## config.mk

```make
export PLATFORM = sky130hd
export DESIGN_NAME = chip_select_decoder
export DESIGN_NICKNAME = d
export VERILOG_FILES = /design/src/rtl/cs_pkg.sv /design/src/rtl/cs_regfile.sv /design/src/rtl/cs_channel_match.sv /design/src/rtl/cs_prio_enc.sv /design/src/rtl/chip_select_decoder.sv
export SDC_FILE = /design/constraint.sdc
export NUM_CORES = 1
export LEC_CHECK = 0
export ABC_CLOCK_PERIOD_IN_PS = 2070
export CORE_MARGIN = 3
export CORE_UTILIZATION = 30
export DETAILED_ROUTE_END_ITERATION = 16
export PLACE_DENSITY = 0.56
export SLEW_MARGIN = 20
export SYNTH_ARGS = -nofsm -noshare
export SYNTH_HDL_FRONTEND = slang
export SYNTH_SLANG_ARGS = --single-unit
export TNS_END_PERCENT = 100
```

## constraint.sdc

```tcl
create_clock -name clk -period 2.07 [get_ports clk]
set_input_delay 0.414 -clock clk [delete_from_list [all_inputs] [get_ports clk]]
set_output_delay 0.414 -clock clk [all_outputs]
set_load 0.005 [all_outputs]
```

## src/rtl/cs_pkg.sv

```systemverilog
package cs_pkg;
    localparam int NUM_CH   = 4;
    localparam int ADDR_W   = 32;
    localparam int FC_W     = 3;
    localparam int IGN_LSBS = 8;    // address bits never compared
    localparam int FC_LSB   = 4;    // function-code field position in base/mask
    localparam int FC_FLD_W = 4;    // width of that field
    localparam int CH_W     = $clog2(NUM_CH);
    localparam int SEL_W    = $clog2(NUM_CH + 1);

    typedef enum logic {
        MODE_BOOT   = 1'b0,
        MODE_MAPPED = 1'b1
    } cs_mode_e;
endpackage

```

## src/rtl/cs_regfile.sv

```systemverilog
module cs_regfile
    import cs_pkg::*;
(
    input  logic                            clk,
    input  logic                            rst_n,
    input  logic                            wr_en,
    input  logic [CH_W-1:0]                 wr_ch,
    input  logic                            wr_is_mask,
    input  logic [ADDR_W-1:0]               wr_data,
    output logic [NUM_CH-1:0][ADDR_W-1:0]   base_o,
    output logic [NUM_CH-1:0][ADDR_W-1:0]   mask_o,
    output logic                            boot_o
);
    logic [NUM_CH-1:0][ADDR_W-1:0] base_q;
    logic [NUM_CH-1:0][ADDR_W-1:0] mask_q;
    cs_mode_e mode_q, mode_d;

    logic ch0_base_wr;
    assign ch0_base_wr = wr_en && !wr_is_mask && (wr_ch == '0);

    // storage, one word pair per channel
    for (genvar i = 0; i < NUM_CH; i++) begin : g_store
        always_ff @(posedge clk or negedge rst_n) begin
            if (!rst_n) begin
                base_q[i] <= '0;
                mask_q[i] <= '0;
            end else if (wr_en && (wr_ch == CH_W'(i))) begin
                if (wr_is_mask) mask_q[i] <= wr_data;
                else            base_q[i] <= wr_data;
            end
        end
    end

    // mode state machine: ENABLE / DISABLE transitions on channel 0 base writes
    always_comb begin
        mode_d = mode_q;
        unique case (mode_q)
            MODE_BOOT:   if (ch0_base_wr &&  wr_data[0]) mode_d = MODE_MAPPED;
            MODE_MAPPED: if (ch0_base_wr && !wr_data[0]) mode_d = MODE_BOOT;
            default:     mode_d = MODE_BOOT;
        endcase
    end

    always_ff @(posedge clk or negedge rst_n) begin
        if (!rst_n) mode_q <= MODE_BOOT;
        else        mode_q <= mode_d;
    end

    always_comb begin
        base_o = base_q;
        mask_o = mask_q;
        boot_o = (mode_q == MODE_BOOT);
    end

    assert_mode_tracks_enable_R8: assert property (@(posedge clk) disable iff (!rst_n)
        (mode_q == MODE_MAPPED) == base_q[0][0])
        else $error("mode register disagrees with channel 0 enable");
endmodule

```

## src/rtl/cs_channel_match.sv

```systemverilog
module cs_channel_match
    import cs_pkg::*;
(
    input  logic [ADDR_W-1:0] base_i,
    input  logic [ADDR_W-1:0] mask_i,
    input  logic [ADDR_W-1:0] acc_addr,
    input  logic [FC_W-1:0]   acc_fc,
    output logic              hit_o
);
    localparam int HI_W = ADDR_W - IGN_LSBS;

    logic [HI_W-1:0]     addr_diff;
    logic [FC_FLD_W-1:0] fc_word;
    logic [FC_FLD_W-1:0] fc_diff;
    logic                addr_ok;
    logic                fc_ok;
    logic                enabled;
    logic                unused_bits;

    always_comb begin
        addr_diff = (acc_addr[ADDR_W-1:IGN_LSBS] ^ base_i[ADDR_W-1:IGN_LSBS])
                  & ~mask_i[ADDR_W-1:IGN_LSBS];
        fc_word   = FC_FLD_W'(acc_fc);
        fc_diff   = (fc_word ^ base_i[FC_LSB +: FC_FLD_W]) & ~mask_i[FC_LSB +: FC_FLD_W];
        addr_ok   = (addr_diff == '0);
        fc_ok     = (fc_diff == '0);
        enabled   = base_i[0];
        hit_o     = enabled && addr_ok && fc_ok;
    end

    // bits kept in storage but outside the comparison
    assign unused_bits = ^{base_i[FC_LSB-1:1], mask_i[FC_LSB-1:0], acc_addr[IGN_LSBS-1:0]};
endmodule

```

## src/rtl/cs_prio_enc.sv

```systemverilog
module cs_prio_enc
    import cs_pkg::*;
(
    input  logic [NUM_CH-1:0] hit_i,
    input  logic              boot_i,
    output logic [SEL_W-1:0]  sel_o
);
    always_comb begin
        sel_o = '0;
        for (int i = NUM_CH - 1; i >= 0; i--) begin
            if (hit_i[i]) sel_o = SEL_W'(i + 1);
        end
        if (boot_i) sel_o = SEL_W'(1);
    end
endmodule

```

## src/rtl/chip_select_decoder.sv

```systemverilog
module chip_select_decoder
    import cs_pkg::*;
(
    input  logic              clk,
    input  logic              rst_n,
    input  logic              wr_en,
    input  logic [1:0]        wr_ch,
    input  logic              wr_is_mask,
    input  logic [31:0]       wr_data,
    input  logic [31:0]       acc_addr,
    input  logic [2:0]        acc_fc,
    input  logic              acc_valid,
    output logic [2:0]        cs_sel,
    output logic [2:0]        cs_sel_q,
    output logic              cs_sel_q_vld
);
    logic [NUM_CH-1:0][ADDR_W-1:0] base_w;
    logic [NUM_CH-1:0][ADDR_W-1:0] mask_w;
    logic                          boot_w;
    logic [NUM_CH-1:0]             hit_w;
    logic [SEL_W-1:0]              sel_w;
    logic [SEL_W-1:0]              sel_q;
    logic                          vld_q;

    cs_regfile u_regs (
        .clk        (clk),
        .rst_n      (rst_n),
        .wr_en      (wr_en),
        .wr_ch      (wr_ch),
        .wr_is_mask (wr_is_mask),
        .wr_data    (wr_data),
        .base_o     (base_w),
        .mask_o     (mask_w),
        .boot_o     (boot_w)
    );

    for (genvar i = 0; i < NUM_CH; i++) begin : g_ch
        cs_channel_match u_match (
            .base_i   (base_w[i]),
            .mask_i   (mask_w[i]),
            .acc_addr (acc_addr),
            .acc_fc   (acc_fc),
            .hit_o    (hit_w[i])
        );

        assert_disabled_never_hits_R3: assert property (@(posedge clk) disable iff (!rst_n)
            !base_w[i][0] |-> !hit_w[i])
            else $error("disabled channel %0d reported a hit", i);

        assert_lowest_wins_R6: assert property (@(posedge clk) disable iff (!rst_n)
            (!boot_w && hit_w[i] && ((hit_w & NUM_CH'((1 << i) - 1)) == '0))
            |-> (cs_sel == 3'(i + 1)))
            else $error("channel %0d is lowest hit but not selected", i);
    end

    cs_prio_enc u_enc (
        .hit_i  (hit_w),
        .boot_i (boot_w),
        .sel_o  (sel_w)
    );

    always_ff @(posedge clk or negedge rst_n) begin
        if (!rst_n) begin
            sel_q <= '0;
            vld_q <= 1'b0;
        end else begin
            vld_q <= acc_valid;
            if (acc_valid) sel_q <= sel_w;
        end
    end

    assign cs_sel       = sel_w;
    assign cs_sel_q     = sel_q;
    assign cs_sel_q_vld = vld_q;

    assert_boot_selects_one_R2: assert property (@(posedge clk) disable iff (!rst_n)
        boot_w |-> (cs_sel == 3'd1))
        else $error("boot mode did not select 1");

    assert_no_hit_zero_R7: assert property (@(posedge clk) disable iff (!rst_n)
        (!boot_w && hit_w == '0) |-> (cs_sel == 3'd0))
        else $error("no hit but nonzero select");

    assert_capture_R9: assert property (@(posedge clk) disable iff (!rst_n)
        acc_valid |=> (cs_sel_q_vld && cs_sel_q == $past(cs_sel)))
        else $error("registered select not captured");

    assert_hold_R9: assert property (@(posedge clk) disable iff (!rst_n)
        !acc_valid |=> (!cs_sel_q_vld && $stable(cs_sel_q)))
        else $error("registered select changed without strobe");
endmodule

```

---- Word-level counts from Yosys, hierarchy flattened ----
Index checks and enable logic that the tools add are counted.
storage, ports and cells
  bits in registers ....................... 261
  bits of input ports ..................... 74
  output and inout bits ................... 7
  word-level logic and storage cells ...... 83
operators by class
  equal/unequal tests ..................... 3
  multiplexer cells ....................... 8
  bitwise operators ....................... 26
  reductions and logical operators ........ 35
operators with widths
  cell                number
  $and 24x24->24      4
  $logic_not 24->1    4
  $not 24->24         4
  $xor 24x24->24      4
  $and 4x4->4         4
  $logic_and 1x1->1   16
  $logic_not 4->1     4
  $not 4->4           4
  $reduce_and 2->1    8
  $xor 3x4->4         4
  $mux 3              5
  $eq 2x2->1 const B  2
  $eq 2x1->1 const B  1
  $logic_not 1->1     2
  $logic_not 2->1     1
  $mux 1              2
  $not 1->1           2
  $pmux 1 s2          1

---- Logic depth before layout (Yosys ltp) ----
  word-level depth ........................ 10
  gate-level depth with buffers ........... 7
  gate-level depth less buffers ........... 6

---- Hierarchy ----
Synthesis repeated with hierarchy kept, for this count alone.
second synthesis, totals
  cells, all modules ...................... 767
  area, all modules ....................... 11294.6 sq um
by module, submodules not included
  module               times used  cells each  area an instance (sq um)  sequential area each (sq um)
  cs_regfile           1           554         9639.2                    6431.2
  cs_channel_match     4           50          372.9                     0.0
  chip_select_decoder  1           7           133.9                     100.1
  cs_prio_enc          1           6           30.0                      0.0

---- Least setup slack after synthesis ----
Ideal clock, no wire load.
  path kind ............................... input-to-output
  start point ............................. in acc_addr[11]
  end point ............................... out cs_sel[2]
  arrival ................................. 1.527 ns
  slack ................................... 0.129 ns
  stages on the path ...................... 6
  cell sequence ........................... buf_2 -> xnor2_1 -> o22ai_1 -> nor4_1 -> nand2_1 -> nor4b_1
between the ends
  word-level cells in the longest chain between the ends .. 10
RTL lines
  item                             RTL line                   source
  from (decl)                      chip_select_decoder.sv:10  input logic [31:0] acc_addr,
  $xor 24x24->24                   cs_channel_match.sv:21     addr_diff = (acc_addr[ADDR_W-1:IGN_LSBS] ^ base_i[ADDR_W-1:IGN_LSBS])
  $and 24x24->24                   cs_channel_match.sv:22     & ~mask_i[ADDR_W-1:IGN_LSBS];
  $logic_not 24->1                 cs_channel_match.sv:25     addr_ok = (addr_diff == '0);
  $logic_and 1x1->1 (2 in series)  cs_channel_match.sv:28     hit_o = enabled && addr_ok && fc_ok;
  $mux 3 (3 in series)             cs_prio_enc.sv:11          if (hit_i[i]) sel_o = SEL_W'(i + 1);
  $mux 3 *                         cs_prio_enc.sv:11
  $mux 3 *                         cs_prio_enc.sv:13          if (boot_i) sel_o = SEL_W'(1);
  to (decl)                        chip_select_decoder.sv:13  output logic [2:0] cs_sel,
Mark *: on every way between the ends. The rest lies on a longest branch, timed or not.

---- Worst setup path in the final report ----
  start point ............................. reg u_regs.base_q, in the netlist u_regs.base_o[52]
  end point ............................... out cs_sel[1]
between the ends
  word-level cells in the longest chain between the ends .. 8
RTL lines
  item                               RTL line                source
  from (decl)                        cs_regfile.sv:14        logic [NUM_CH-1:0][ADDR_W-1:0] base_q;
  from (signal, indexed assignment)  cs_regfile.sv:29        else base_q[i] <= wr_data;
  $xor 24x24->24                     cs_channel_match.sv:21
  $and 24x24->24                     cs_channel_match.sv:22
  $logic_not 24->1                   cs_channel_match.sv:25
  $logic_and 1x1->1 (2 in series)    cs_channel_match.sv:28
  $mux 3 (2 in series)               cs_prio_enc.sv:11
  $mux 3                             cs_prio_enc.sv:13
No other way between the ends.

==> results.json <==
{
  "run_status": "finished with violations",
  "failed_checks": "negative setup slack",
  "grt_max_degree": 68,
  "timing_worst_slew_pin_value_ns": 0.424,
  "clk_latency_ns": 0.53,
  "worstHoldPathType": "in2async",
  "ys_types": 34,
  "routabilityCongestion": 0.753,
  "final.setup_skew_ns": 0.0143,
  "post-route-drc-count": 0,
  "worst-path-max-fanout": 2,
  "endpoint_kind": "output port",
  "number_of_global_route_vias_before_repair": 6730,
  "drt_first_iter_violations": 298,
  "clk_root_buffer_cell": "sky130_fd_sc_hd__clkbuf_16",
  "cap_violations": 0,
  "num-fill-cells": 3255,
  "horizontal_die_dimension_um": 193,
  "period_minus_slack_ns": 2.75,
  "antenna_violations_before_repair": 1,
  "htree_levels": 1,
  "worst_slack_ns": -0.679,
  "clock_path_buffers": 3,
  "vias_per_cell": 4.70,
  "postSynthRegisterBits": 233,
  "leakagePower_nw": 5.57,
  "fp.dieH_um": 193,
  "post_synthesis_net_count": 807,
  "arrival_ns": 2.34,
  "fmax_achieved_ghz": 0.364,
  "detail-route-antenna-nets": 0,
  "critical_path_class": "reg2out",
  "finalNetCount": 931,
  "power_consumption_mw": 13.7,
  "antenna_cells_inserted": 0,
  "post-dp-hpwl_um": 17500,
  "placement.setup.worst_slack_ns": -1.47,
  "cts.reportedPaths.clkPinSlew_ns": 0.06,
  "numPortBuffers": 69,
  "maxSlewHeadroom_pct": 71.7,
  "first_pass_grt_wire_length_um": 41300,
  "core-area_mm2": 0.0339,
  "hold_viol": 0,
  "worst_ep_required_time_ns": 1.66,
  "clkSinkCount": 233,
  "vdd_ir_drop_max_mv": 0.588,
  "worst_setup_path_start_kind": "flop",
  "numCtsBuffers": 27,
  "drive_gt1_share_pct": 41.0,
  "core.rowCount": 67,
  "setup-violations-final": 4,
  "critPathBufInv": 2,
  "initial_utilization_pct": 30.8,
  "post-route-period-util_pct": 133,
  "critical-path-max-stage-delay_ns": 0.42,
  "grt_use_total_pct": 14.6,
  "dieArea_mm2": 0.0371,
  "cp_top_family": "simple AND/OR/NAND/NOR gates",
  "synth_warnings": 0,
  "worstPathCellList": "xnor2_2 -> o22ai_2 -> nor4_4 -> nand4_1 -> buf_4 -> a21oi_4 -> buf_2",
  "routed_wire_length_um": 26500,
  "syn2layout_area_growth_pct": 28.7,
  "power_density_mw_per_mm2": 1020,
  "netlist_instances": 733,
  "unrepaired_setup_endpoints_after_global_routing": "true",
  "wl_per_cell_um": 20.0,
  "critical-path-slowest-cell": "sky130_fd_sc_hd__nor4_4",
  "setup_total_negative_slack_ns": -2.03,
  "postSynthAreaPerCell_um2": 14.2,
  "grt-ovfl-total": 0,
  "final-max-slew-violation-count": 0,
  "post_synthesis_instance_area_mm2": 0.0104,
  "ys_seq_area_share_pct": 55.9,
  "routed-via-count": 6219,
  "tritoncts": "yes",
  "drt-pass1-iter-count": 4,
  "boundary_pin_count": 81
}
placed cells by master (no fill, tap or decap), types with 10 or more instances in the layout:
cell type	netlist	final
sky130_fd_sc_hd__buf_4	2	60
sky130_fd_sc_hd__dfrtp_1	233	233
sky130_fd_sc_hd__mux2_1	66	66
sky130_fd_sc_hd__buf_12	0	13
sky130_fd_sc_hd__xnor2_1	105	80
sky130_fd_sc_hd__o22ai_1	52	27
sky130_fd_sc_hd__dlygate4sd2_1	0	26
sky130_fd_sc_hd__o22ai_2	0	24
sky130_fd_sc_hd__clkbuf_16	0	27
sky130_fd_sc_hd__xnor2_2	3	28
sky130_fd_sc_hd__clkdlybuf4s50_1	0	39
sky130_fd_sc_hd__mux2_2	158	158
sky130_fd_sc_hd__clkbuf_1	1	10
Yosys cell counts:
cell | n | area share, %
sky130_fd_sc_hd__and4_1 | 1 | 0.084
sky130_fd_sc_hd__nand3_1 | 1 | 0.048
sky130_fd_sc_hd__o21ai_0 | 5 | 0.24
sky130_fd_sc_hd__nand2b_1 | 1 | 0.060
sky130_fd_sc_hd__nand2_1 | 9 | 0.32
sky130_fd_sc_hd__a31o_1 | 1 | 0.084
sky130_fd_sc_hd__mux2_1 | 66 | 7.1
sky130_fd_sc_hd__nor3_1 | 1 | 0.048
sky130_fd_sc_hd__buf_4 | 2 | 0.14
sky130_fd_sc_hd__dfrtp_1 | 233 | 56
sky130_fd_sc_hd__xnor2_2 | 3 | 0.47
sky130_fd_sc_hd__xnor2_1 | 105 | 8.8
sky130_fd_sc_hd__a21oi_1 | 1 | 0.048
sky130_fd_sc_hd__nand4_2 | 1 | 0.12
sky130_fd_sc_hd__nor2b_1 | 1 | 0.060
sky130_fd_sc_hd__nor4b_1 | 1 | 0.084
sky130_fd_sc_hd__mux2_4 | 1 | 0.14
sky130_fd_sc_hd__buf_2 | 37 | 1.8
sky130_fd_sc_hd__a41oi_4 | 1 | 0.26
sky130_fd_sc_hd__nand4b_1 | 3 | 0.25
sky130_fd_sc_hd__nor2_1 | 4 | 0.14
sky130_fd_sc_hd__nand4_1 | 4 | 0.24
sky130_fd_sc_hd__o41ai_1 | 1 | 0.084
sky130_fd_sc_hd__mux2_2 | 158 | 17
sky130_fd_sc_hd__o22ai_1 | 52 | 3.1
sky130_fd_sc_hd__clkbuf_1 | 1 | 0.036
sky130_fd_sc_hd__nor3_2 | 1 | 0.096
sky130_fd_sc_hd__nor3b_1 | 2 | 0.14
sky130_fd_sc_hd__o21ai_2 | 1 | 0.084
sky130_fd_sc_hd__buf_6 | 12 | 1.3
sky130_fd_sc_hd__nor4_2 | 6 | 0.72
sky130_fd_sc_hd__inv_1 | 7 | 0.25
sky130_fd_sc_hd__nor4_1 | 6 | 0.36
sky130_fd_sc_hd__o221ai_1 | 4 | 0.34
state kept, by name, summed over array words and instances (netlist names), named ones only:
| register | count |
|---|---|
| cs_sel_q_vld | 1 |
| cs_sel_q | 3 |
| u_regs.base_o | 116 |
| u_regs.mask_o | 112 |
metal layers:
metal / track usage, % / vias to the layer above / wire (µm)
li1: - / 2851 / -
met1: 20.8 / 3238 / 12600
met2: 23.8 / 89 / 12600
met3: 2.05 / 39 / 890
met4: 3.11 / 2 / 454
met5: 0 / - / 7
final timing paths:
kind | slack (ns) | from | endpoint | cells past startpoint
min reg2reg | 0.49 | u_regs.mask_o[22] | u_regs.mask_o[22] | 1
max | -0.68 | u_regs.base_o[52] | cs_sel[1] | 7
max reg2reg | -0.05 | u_regs.base_o[52] | cs_sel_q[0] | 8
max in group asynchronous | 1.02 | rst_n | u_regs.base_o[47] | 3
min in group clk | 0.49 | u_regs.mask_o[22] | u_regs.mask_o[22] | 1
min | 0.36 | rst_n | u_regs.base_o[70] | 2
worst register-to-register path, delay by kind of cell (launching register included):
| family | cells | cell delay (ns) |
|---|---|---|
| buffers and inverters | 2 | 0.25 |
| DFF | 1 | 0.40 |
| and+or+nand+nor | 2 | 0.73 |
| xor gates and xnor gates | 1 | 0.17 |
| muxes | 1 | 0.25 |
| AOI/OAI and AO/OA | 2 | 0.23 |
power breakdown:
part | leakage [nW] | switching, mW | internal (mW)
logic | 2.37 | 1.34 | 1.76
clock network | 0.404 | 1.82 | 2.61
registers | 2.80 | 0.653 | 5.56
total | 5.57 | 3.81 | 9.93
through the flow:
step | utilization [%] | cells | instance area [µm²] | hold WS (ns)
floorplan | - | 733 | 10400 | 0.118
global placement | 35.7 | 1272 | 12100 | 0.307
detailed placement | 35.7 | 1272 | 12100 | 0.309
CTS | 39.1 | 1324 | 13200 | 0.372
global route | 39.7 | 1323 | 13400 | 0.394
finish | 39.7 | 1323 | 13400 | 0.364
kinds of logic (layout without fill, tap and decap cells):
logic type | count (synthesis) | in the layout | share of synthesized area, %
AND/OR/NAND/NOR | 42 | 42 | 2.78
multiplexers | 225 | 225 | 24.3
buffers and inverters | 59 | 201 | 3.50
AO/OA/AOI/OAI | 66 | 66 | 4.26
XOR/XNOR | 108 | 108 | 9.28
flip-flops | 233 | 233 | 55.9
layout make-up:
type                            instances  area (µm²)  share of cell area (%)
Clock buffer                           43         796                    5.93
Clock inverter                          4        23.8                   0.177
Inverter                                7        26.3                   0.196
Multi-Input combinational cell        441        4780                    35.6
Sequential cell                       233        5830                    43.4
Tap cell                              448         561                    4.17
Timing Repair Buffer                  147        1410                    10.5
what timing repair did:
| item | 4_1_cts | 5_1_grt |
|---|---|---|
| hold endpoints to repair | 28 | 0 |
| hold buffers | 1 | 0 |
| endpoints found under the setup margin | 5 | 6 |
| setup buffers | 6 | 3 |
| resized for setup | 90 | 30 |
| pin swaps | 36 | 26 |
Note: power is estimated with default switching activity, not from simulation.
